--- src/rtl/vipa_pkg.sv ---
package vipa_pkg;

    typedef enum logic [2:0] {
        DM_FIXED  = 3'd0,
        DM_LOWEST = 3'd1,
        DM_SMI    = 3'd2,
        DM_RSVD   = 3'd3,
        DM_NMI    = 3'd4,
        DM_INIT   = 3'd5,
        DM_START  = 3'd6,
        DM_EXT    = 3'd7
    } dmode_e;

    typedef enum logic [2:0] {
        SEL_NONE  = 3'd0,
        SEL_SMI   = 3'd1,
        SEL_NMI   = 3'd2,
        SEL_INIT  = 3'd3,
        SEL_START = 3'd4,
        SEL_EXT   = 3'd5,
        SEL_REG   = 3'd6
    } sel_e;

    typedef enum logic {
        CORE_HALTED  = 1'b0,
        CORE_RUNNING = 1'b1
    } core_e;

    localparam int NUM_SPECIAL = 5;

    // Special kinds are indexed 0..4 in presentation order.
    function automatic logic [2:0] special_mode(input int k);
        case (k)
            0:       return DM_SMI;
            1:       return DM_NMI;
            2:       return DM_INIT;
            3:       return DM_START;
            default: return DM_EXT;
        endcase
    endfunction

endpackage

--- src/rtl/vipa_prio_enc.sv ---
module vipa_prio_enc #(
    parameter int N = 256,
    localparam int W = $clog2(N)
) (
    input  logic [N-1:0] bits_in,
    output logic [W-1:0] top
);

    // Highest set index wins; index 0 reports as 0 either way.
    always_comb begin
        top = '0;
        for (int i = 0; i < N; i++) begin
            if (bits_in[i]) begin
                top = W'(i);
            end
        end
    end

endmodule

--- src/rtl/vipa_vec_bank.sv ---
module vipa_vec_bank #(
    parameter int NUM_VEC = 256,
    localparam int VW = $clog2(NUM_VEC)
) (
    input  logic          clk,
    input  logic          rst_n,
    input  logic          set_en,
    input  logic [VW-1:0] set_vec,
    input  logic          set_level,
    input  logic          take_en,
    input  logic          eoi_en,
    output logic [VW-1:0] irr_top,
    output logic [VW-1:0] isr_top,
    output logic          irr_top_level
);

    logic [NUM_VEC-1:0] req_bits;
    logic [NUM_VEC-1:0] svc_bits;
    logic [NUM_VEC-1:0] trig_bits;

    for (genvar g = 0; g < NUM_VEC; g++) begin : g_bit
        logic set_hit;
        logic take_hit;
        logic eoi_hit;

        assign set_hit  = set_en && (set_vec == VW'(g)) && !req_bits[g];
        assign take_hit = take_en && (irr_top == VW'(g));
        assign eoi_hit  = eoi_en && (isr_top == VW'(g)) && (g != 0);

        always_ff @(posedge clk) begin
            if (!rst_n) begin
                req_bits[g]  <= 1'b0;
                svc_bits[g]  <= 1'b0;
                trig_bits[g] <= 1'b0;
            end else begin
                if (take_hit) begin
                    req_bits[g] <= 1'b0;
                end else if (set_hit) begin
                    req_bits[g] <= 1'b1;
                end
                if (set_hit) begin
                    trig_bits[g] <= set_level;
                end
                if (take_hit) begin
                    svc_bits[g] <= 1'b1;
                end else if (eoi_hit) begin
                    svc_bits[g] <= 1'b0;
                end
            end
        end
    end

    vipa_prio_enc #(.N(NUM_VEC)) u_irr_enc (
        .bits_in (req_bits),
        .top     (irr_top)
    );

    vipa_prio_enc #(.N(NUM_VEC)) u_isr_enc (
        .bits_in (svc_bits),
        .top     (isr_top)
    );

    assign irr_top_level = trig_bits[irr_top];

endmodule

--- src/rtl/vipa_special.sv ---
module vipa_special
    import vipa_pkg::*;
#(
    parameter int VW = 8
) (
    input  logic                            clk,
    input  logic                            rst_n,
    input  logic                            req_valid,
    input  logic [2:0]                      req_mode,
    input  logic [VW-1:0]                   req_vector,
    input  logic                            commit,
    input  sel_e                            commit_sel,
    output logic [NUM_SPECIAL-1:0]          pend,
    output logic [NUM_SPECIAL-1:0][VW-1:0]  pend_vec,
    output logic                            core_started
);

    core_e core_q;
    core_e core_d;

    // State register of the start-state machine.
    always_ff @(posedge clk) begin
        if (!rst_n) begin
            core_q <= CORE_HALTED;
        end else begin
            core_q <= core_d;
        end
    end

    // Transitions: INIT acknowledge halts, startup acknowledge runs.
    always_comb begin
        core_d = core_q;
        if (commit) begin
            unique case (commit_sel)
                SEL_INIT:  core_d = CORE_HALTED;
                SEL_START: core_d = CORE_RUNNING;
                default:   core_d = core_q;
            endcase
        end
    end

    assign core_started = (core_q == CORE_RUNNING);

    for (genvar k = 0; k < NUM_SPECIAL; k++) begin : g_kind
        logic          flag_q;
        logic [VW-1:0] vec_q;
        logic          gate;
        logic          accept;
        logic          retire;

        if (k == 3) begin : g_start_gate
            assign gate = (core_q == CORE_HALTED);
        end else begin : g_open_gate
            assign gate = 1'b1;
        end

        assign accept = req_valid && (req_mode == special_mode(k)) && !flag_q && gate;
        assign retire = commit && (commit_sel == sel_e'(k + 1));

        always_ff @(posedge clk) begin
            if (!rst_n) begin
                flag_q <= 1'b0;
                vec_q  <= '0;
            end else if (accept) begin
                flag_q <= 1'b1;
                vec_q  <= req_vector;
            end else if (retire) begin
                flag_q <= 1'b0;
            end
        end

        assign pend[k]     = flag_q;
        assign pend_vec[k] = vec_q;
    end

endmodule

--- src/rtl/vipa_arbiter.sv ---
module vipa_arbiter
    import vipa_pkg::*;
#(
    parameter int NUM_VEC = 256,
    localparam int VW = $clog2(NUM_VEC),
    localparam int CW = 4
) (
    input  logic          clk,
    input  logic          rst_n,
    input  logic          req_valid,
    input  logic [VW-1:0] req_vector,
    input  logic [2:0]    req_mode,
    input  logic          req_level,
    input  logic          intr_enable,
    input  logic          tpr_we,
    input  logic [VW-1:0] tpr_wdata,
    input  logic          ack,
    input  logic          eoi,
    output logic          irq_out,
    output logic [2:0]    irq_kind,
    output logic [VW-1:0] irq_vector,
    output logic          core_started,
    output logic [VW-1:0] irr_top,
    output logic [VW-1:0] isr_top,
    output logic          irr_top_level,
    output logic [VW-1:0] task_pri
);

    sel_e                           sel;
    logic [NUM_SPECIAL-1:0]         pend;
    logic [NUM_SPECIAL-1:0][VW-1:0] pend_vec;
    logic                           reg_ok;
    logic                           commit;
    logic                           regular_req;
    logic                           any_unmask;

    always_ff @(posedge clk) begin
        if (!rst_n) begin
            task_pri <= '0;
        end else if (tpr_we) begin
            task_pri <= tpr_wdata;
        end
    end

    assign regular_req = req_valid &&
                         ((req_mode == DM_FIXED) || (req_mode == DM_LOWEST));
    assign commit      = ack && (sel != SEL_NONE);

    vipa_vec_bank #(.NUM_VEC(NUM_VEC)) u_bank (
        .clk           (clk),
        .rst_n         (rst_n),
        .set_en        (regular_req),
        .set_vec       (req_vector),
        .set_level     (req_level),
        .take_en       (commit && (sel == SEL_REG)),
        .eoi_en        (eoi),
        .irr_top       (irr_top),
        .isr_top       (isr_top),
        .irr_top_level (irr_top_level)
    );

    vipa_special #(.VW(VW)) u_special (
        .clk          (clk),
        .rst_n        (rst_n),
        .req_valid    (req_valid),
        .req_mode     (req_mode),
        .req_vector   (req_vector),
        .commit       (commit),
        .commit_sel   (sel),
        .pend         (pend),
        .pend_vec     (pend_vec),
        .core_started (core_started)
    );

    assign any_unmask = |pend[3:0];
    assign reg_ok     = intr_enable && (irr_top > isr_top) &&
                        (irr_top[VW-1 -: CW] > task_pri[VW-1 -: CW]);

    // Selection: unmaskable kinds in fixed order, then external, then regular.
    always_comb begin
        if (any_unmask) begin
            if (pend[0])      sel = SEL_SMI;
            else if (pend[1]) sel = SEL_NMI;
            else if (pend[2]) sel = SEL_INIT;
            else              sel = SEL_START;
        end else if (intr_enable && pend[4]) begin
            sel = SEL_EXT;
        end else if (reg_ok) begin
            sel = SEL_REG;
        end else begin
            sel = SEL_NONE;
        end
    end

    always_comb begin
        irq_out    = 1'b1;
        irq_kind   = sel;
        irq_vector = '0;
        unique case (sel)
            SEL_SMI:   irq_vector = pend_vec[0];
            SEL_NMI:   irq_vector = pend_vec[1];
            SEL_INIT:  irq_vector = pend_vec[2];
            SEL_START: irq_vector = pend_vec[3];
            SEL_EXT:   irq_vector = pend_vec[4];
            SEL_REG:   irq_vector = irr_top;
            default:   irq_out    = 1'b0;
        endcase
    end

endmodule

--- config.mk ---
export PLATFORM = sky130hd
export DESIGN_NAME = vipa_arbiter
export DESIGN_NICKNAME = d
export VERILOG_FILES = /design/src/rtl/vipa_pkg.sv /design/src/rtl/vipa_prio_enc.sv /design/src/rtl/vipa_vec_bank.sv /design/src/rtl/vipa_special.sv /design/src/rtl/vipa_arbiter.sv
export SDC_FILE = /design/constraint.sdc
export NUM_CORES = 2
export LEC_CHECK = 0
export ABC_CLOCK_PERIOD_IN_PS = 5000
export BUFFER_PORTS_ARGS = -buffer_cell sky130_fd_sc_hd__buf_2
export CAP_MARGIN = 20
export CORE_MARGIN = 1
export CORE_UTILIZATION = 30
export CTS_BUF_LIST = sky130_fd_sc_hd__clkbuf_16
export CTS_CLUSTER_DIAMETER = 150
export DETAILED_ROUTE_END_ITERATION = 10
export PLACE_DENSITY = 0.49
export RECOVER_POWER = 50
export SYNTH_ARGS = -nofsm -noshare
export SYNTH_HDL_FRONTEND = slang
export SYNTH_HIERARCHICAL = 1
export SYNTH_SLANG_ARGS = --single-unit
--- constraint.sdc ---
create_clock -name clk -period 5 [get_ports clk]
set_clock_uncertainty 0.2 [all_clocks]
set_input_delay 0.75 -clock clk [delete_from_list [all_inputs] [get_ports clk]]
set_output_delay 0.75 -clock clk [all_outputs]
set_load 0.02 [all_outputs]
---- After elaboration in Yosys (flattened, before gate mapping) ----
Index checks and enable logic that the tools add are counted.
cells by class
  add/sub/neg operators ................... 0
  $mul .................................... 0
  divide/modulo/power cells ............... 0
  $lt $le $gt $ge ......................... 3
  equality and inequality tests ........... 777
  shift-type cells ........................ 0
  multiplexer cells ....................... 1,041
  bitwise logic cells ..................... 2
  reductions and logical operators ........ 1,831
operators with widths
  kind                                                        count
  2-to-1 mux 8 bit                                            508
  == test 8 bit, second input constant                        384
  == test 8 x 7 -> 1 bit, second input constant               192
  logical AND 1 bit                                           1,045
  == test 8 x 6 -> 1 bit, second input constant               96
  2-to-1 mux 1 bit                                            524
  nonzero test 2 bit                                          261
  OR reduction 2 bit                                          256
  == test 8 x 5 -> 1 bit, second input constant               48
  zero test 1 bit                                             261
  == test 8 x 4 -> 1 bit, second input constant               24
  == test 8 x 3 -> 1 bit, second input constant               12
  == test 8 x 2 -> 1 bit, second input constant               6
  one-hot mux 8 bit (6 select lines)                          1
  == test 8 x 1 -> 1 bit, second input constant               3
  == test 3 bit, second input constant                        7
  2-to-1 mux 3 bit                                            6
  zero test 8 bit                                             2
  == test 3 x 2 -> 1 bit, second input constant               3
  less-than comparator 8 x 9 -> 1 bit, second input constant  1
  binary-select mux 1 bit (select 8 bit)                      1
  > comparator 8 bit                                          1
  == test 3 x 1 -> 1 bit, second input constant               2
  OR reduction 6 bit                                          1
  other kinds (8)                                             9
storage, ports and cells
  register bits ........................... 821
  bits in latches ......................... 0
  bits in writable memories ............... 0
  bits in read-only memories .............. 0
  output and inout port bits .............. 38
  word-level logic and storage cells ...... 4,433
  memories ................................ 0

---- Logic depth before layout (Yosys ltp) ----
  depth in word-level cells ............... 266
  depth in mapped cells ................... 21
  gate-level depth less buffers ........... 19

---- By module ----
The synthesis kept the hierarchy.
modules (own cells, without submodules)
  module         instances  cells an instance  area an instance (um^2)
  vipa_vec_bank  1          3,505              32,835.2
  vipa_prio_enc  2          601                3,368.2
  vipa_special   1          176                1,769.2
  vipa_arbiter   1          140                1,009.7

---- Worst setup path after synthesis ----
Ideal clock, no wire load.
  kind .................................... reg2out
  from .................................... register u_bank.req_bits[63]
  to ...................................... output irr_top_level
  arrival time ............................ 4.043 ns
  data required time ...................... 4.050 ns
  slack ................................... 0.007 ns
  cell stages (with the launch flop) ...... 16
  cells stage by stage .................... dfxtp_1 -> or4_4 -> a2111oi_4 -> a21oi_1 -> a2111oi_2 -> nor4_1 -> or3_1 -> buf_2 -> buf_2 -> buf_1 -> mux4_2 -> a22oi_1 -> a21oi_1 -> nor4_2 -> nor2_1 -> a211o_1
between the ends
  cells in the longest elaborated chain, start to end .. 195
ends and longest elaborated chain
  item                                    line                 source
  start: declaration                      vipa_vec_bank.sv:17  logic [NUM_VEC-1:0] req_bits;
  start signal: indexed assignment        vipa_vec_bank.sv:32  req_bits[g] <= 1'b0;
  start signal: indexed assignment        vipa_vec_bank.sv:37  req_bits[g] <= 1'b0;
  start signal: indexed assignment        vipa_vec_bank.sv:39  req_bits[g] <= 1'b1;
  2-to-1 mux 8 bit (193 in series)        vipa_prio_enc.sv:13  if (bits_in[i]) begin
  named net irr_top[1]                    vipa_arbiter.sv:23   output logic [VW-1:0] irr_top,
  binary-select mux 1 bit (select 8 bit)  vipa_vec_bank.sv:63  assign irr_top_level = trig_bits[irr_top];
  2-to-1 mux 1 bit (not written as such)  vipa_vec_bank.sv:63
  end: declaration                        vipa_arbiter.sv:25   output logic irr_top_level,
The timed path passes the listed nets, and every way through them passes these cells. The select of a mux whose other input is x is not followed.

---- Worst setup path after layout ----
  from .................................... register u_bank.req_bits[220]
  to ...................................... output irr_top_level
between the ends
  cells in the longest elaborated chain, start to end .. 38
ends and longest elaborated chain
  item                                    line
  2-to-1 mux 8 bit (36 in series)         vipa_prio_enc.sv:13
  binary-select mux 1 bit (select 8 bit)  vipa_vec_bank.sv:63
  2-to-1 mux 1 bit (not written as such)  vipa_vec_bank.sv:63
No other way between the ends. The select of a mux whose other input is x is not followed.

==> results <==
- The number of nets produced by synthesis is 5,059.
- The congestion estimate from routability-driven global placement came to 0.9823.
- In the synthesized netlist, the number of instances is 5,020.
- The final cell count without fillers is 7,810.
- Entering global routing, the biggest net connects 154 pins.
- After global routing the overflow that remains totals 0.
- The startpoint type of the worst setup path is a flip-flop.
- The total setup violations reported at the end of the flow is 530.
- The estimated wirelength of the detail-placed design is 143.1 mm.
- Dividing the final minimum period by the clock period gives 127.6%.
- After floorplanning, the core was sized to cover 139,700 um^2.
- The endpoint required time on the critical path is 4.05 ns.
- Measured on the finished design, the core utilization comes to 40.91%.
- IR analysis of the VDD net gives a maximum drop of 0.2563 mV.
- The total clock buffers created by CTS is 96.
- Net switching is 25.86% of the power.
- The final number of max-transition violations is 334.
- A synthesized cell averages 8.430 um^2.
- The total wire length is 203.7 mm.
- Max-cap violations in this run came to 3.
- The die covers 142,600 um^2.
- The min-delay analysis places its worst path in the category in2reg.
- The count of input and output buffers is 64.
- After detailed routing, the number of remaining DRC violations is 0.
- The post-placement cell count is 7,581.
- The worst setup path is of the reg2out kind.
- At the worst endpoint, the arrival time is 5.43 ns.
- The capturing element type of the critical path is a primary output.
- The clock sink count is 821.
- The synthesized netlist occupies a cell area of 42,320 um^2.
- The clock edge transition at the registers on the reported setup and hold paths is 0.06 ns.
- Using the TritonRoute via totals, the vias-per-cell ratio works out to 5.627.
- The initial utilization of the core area, before any placement, comes to 30.29%.
- The clock period minus final worst setup slack is 6.378 ns.
- The standby leakage power is 22.40 nW.
- The wire length of the first global-routing pass is 290.5 mm.
- The number of global-route vias before repair is 41,230.
- The relative contribution of sequential cells to total power is 44.8%.
- In this run the vertical extent of the chip is 377.6 um.
- In the final layout, the share of cells above drive strength 1 is 28.31%.
- The post-cts hold buffer count is 0.
- For this block, the via count after detailed routing is 43,950.
- The top achievable clock speed is 0.1568 GHz.
- For this run, the number of Yosys warnings is 6.
- For the pin with the worst max-slew slack, the measured transition is 3.165 ns.
- Of all nets on the critical path, the largest fanout is 6.
- The DRC marker count from the first detailed-route iteration is 4,742.
- The worst hold slack after final layout is 0.08141 ns.
- In this run the tightest slew margin relative to its limit is -111.0%.
- The total net switching power is 3.794 mW.
- The share of power burned in the clock network is 47.8%.
- The floorplan step set the die width to 377.6 um.
- Clock tree synthesis selected as its root buffer the cell clkbuf_16.
- The number of antenna violations at the first check in global routing is 15.
- The layout-stage area growth over the synthesis result is 35.05%.
- Setup repair after global routing could not meet its margin everywhere.
- The proportion of power drawn by combinational gates is 7.5%.
- 65 I/O pins were placed.
- The run finished, with violations left.
- In this design, the stage delay of the slowest critical-path cell is 0.60 ns.
- The overall fraction of global-route tracks in use is 27.71%.
- The H-tree depth is 3.
- For this run, the detailed router's first-pass iteration total came to 6.
- After detailed routing, the average wire length per cell comes to 26.08 um.
- The signal on the critical path passes through buf_4 > nor2_1 > o311ai_0 > a21oi_1 > o21ai_0 > nand3_1 > or3_4 > buf_12 > buf_12 > buf_6 > mux4_2 > a22oi_2 > a21oi_2 > nor4_4 > buf_4 > o22ai_2 > a211o_4 > buf_6.
- The TritonCTS clock tree is done.
- At the end of the flow, the number of nets in the layout was 5,895.
- The clock reaches the later pin of the worst-skew pair after 0.74 ns.
- The checks that failed: max-capacitance violations, max-slew violations, negative setup slack.
- Setup total negative slack on the finished layout was measured at -209.71 ns.
- The longest clock path from root to sink contains 3 buffers.
- The power per cell area is 256.7 nW/um^2.
- The final-report hold violation count was 0.
- The internal portion of the total power is 10.88 mW.
- In this run the remaining antenna-violating nets after routing total 0.
- The standard-cell row count is 137.
- The largest individual stage delay along the critical path comes from the cell o311ai_0.
- Once routing completed, OpenROAD measured the worst setup slack at -1.378 ns.
[placed cells by master, fill, tap and decap left out, types with 26 or more instances in the layout]
cell and count:
buf_4 905, dfxtp_1 811, nor2_1 491, o21ai_0 416, nor3_1 347, nor2b_1 318
mux2i_1 304, nand2_1 280, and2_1 143, o221a_2 142, nor4_1 140, a21oi_1 139
inv_1 112, clkbuf_16 97, o211a_1 91, a21boi_0 82, o21ai_1 77, nand3_1 74
buf_12 67, mux4_2 58, nand4_1 44, buf_2 41, buf_6 40, o211ai_1 29
a21boi_1 28, nand2b_1 27, clkinv_1 26, nand2_4 26, o31ai_1 26
[final timing paths]
check,start,end,slack [ns],depth (start not counted)
min reg2reg,u_special/g_kind[2].vec_q[2]$_SDFFE_PN0P_,u_special/g_kind[2].vec_q[2]$_SDFFE_PN0P_,0.26,2
max reg2reg,u_bank/req_bits[220]$_SDFFE_PP0P_,u_bank/req_bits[72]$_SDFFE_PP0P_,-0.56,26
min,tpr_wdata[0],task_pri[0]$_SDFFE_PN0P_,0.08,3
max,u_bank/req_bits[220]$_SDFFE_PP0P_,irr_top_level,-1.38,18
[per-stage QoR]
stage          total power [mW]  setup WS [ns]  area (um^2)
4_1_cts                   14.71         -1.301        56320
5_1_grt                   15.05         -1.335        57150
6_report                  14.67         -1.378        57150
3_3_place_gp              7.660         -1.979        51700
3_5_place_dp              7.659         -1.811        51700
2_1_floorplan             7.192       0.007189        42320
[layer usage]
metal  track usage (%)  vias to the layer above  wire length (um)
met2             41.55                     1936             87410
met3             4.876                      390             16560
met1             39.15                    21530             91660
li1                  -                    20090                 -
met5                 0                        -                24
met4             10.63                        4              8059
[flip-flops by register name, summed over array words and instances, names as in the netlist]
| name | flops |
|---|---|
| u_special/g_kind.vec_q | 40 |
| u_special/core_started | 1 |
| u_bank/trig_bits | 256 |
| u_special/g_kind.flag_q | 5 |
| task_pri | 8 |
| u_bank/req_bits | 256 |
| u_bank/svc_bits | 255 |
[critical path: cells and delay by family, from the launching register on]
family,cells,cell delay [ns]
buffers and inverters,6,1.00
multiplexers,1,0.29
AO/OA/AOI/OAI,7,1.84
flip-flops,1,0.45
AND/OR/NAND/NOR,4,1.10
[timing repair]
action                     in CTS  in global routing
setup endpoints to repair     532                530
pin swaps                      56                 53
cloned                          9                  1
resized for setup             331                237
setup buffers                  32                 18
[area by class of cell]
cell class,instances,area [um^2]
multi-input combinational,3749,25710
clock buffer,96,2402
clock inverter,77,601.8
antenna,3,7.507
timing repair buffer,1090,9258
sequential,821,16450
inverter,98,374.1
tap,1876,2347
fill,13950,82550
[power groups by stage]
| stage | Clock [mW] | Sequential [mW] | Combinational [mW] |
|---|---|---|---|
| 6_report | 7.01 | 6.57 | 1.10 |
| 5_1_grt | 7.35 | 6.57 | 1.13 |
| 4_1_cts | 7.09 | 6.57 | 1.05 |
| 3_5_place_dp | 0 | 6.71 | 0.945 |
| 3_3_place_gp | 0 | 6.71 | 0.945 |
| 2_1_floorplan | 0 | 6.71 | 0.479 |
Note: power is estimated with default switching activity, not from simulation.
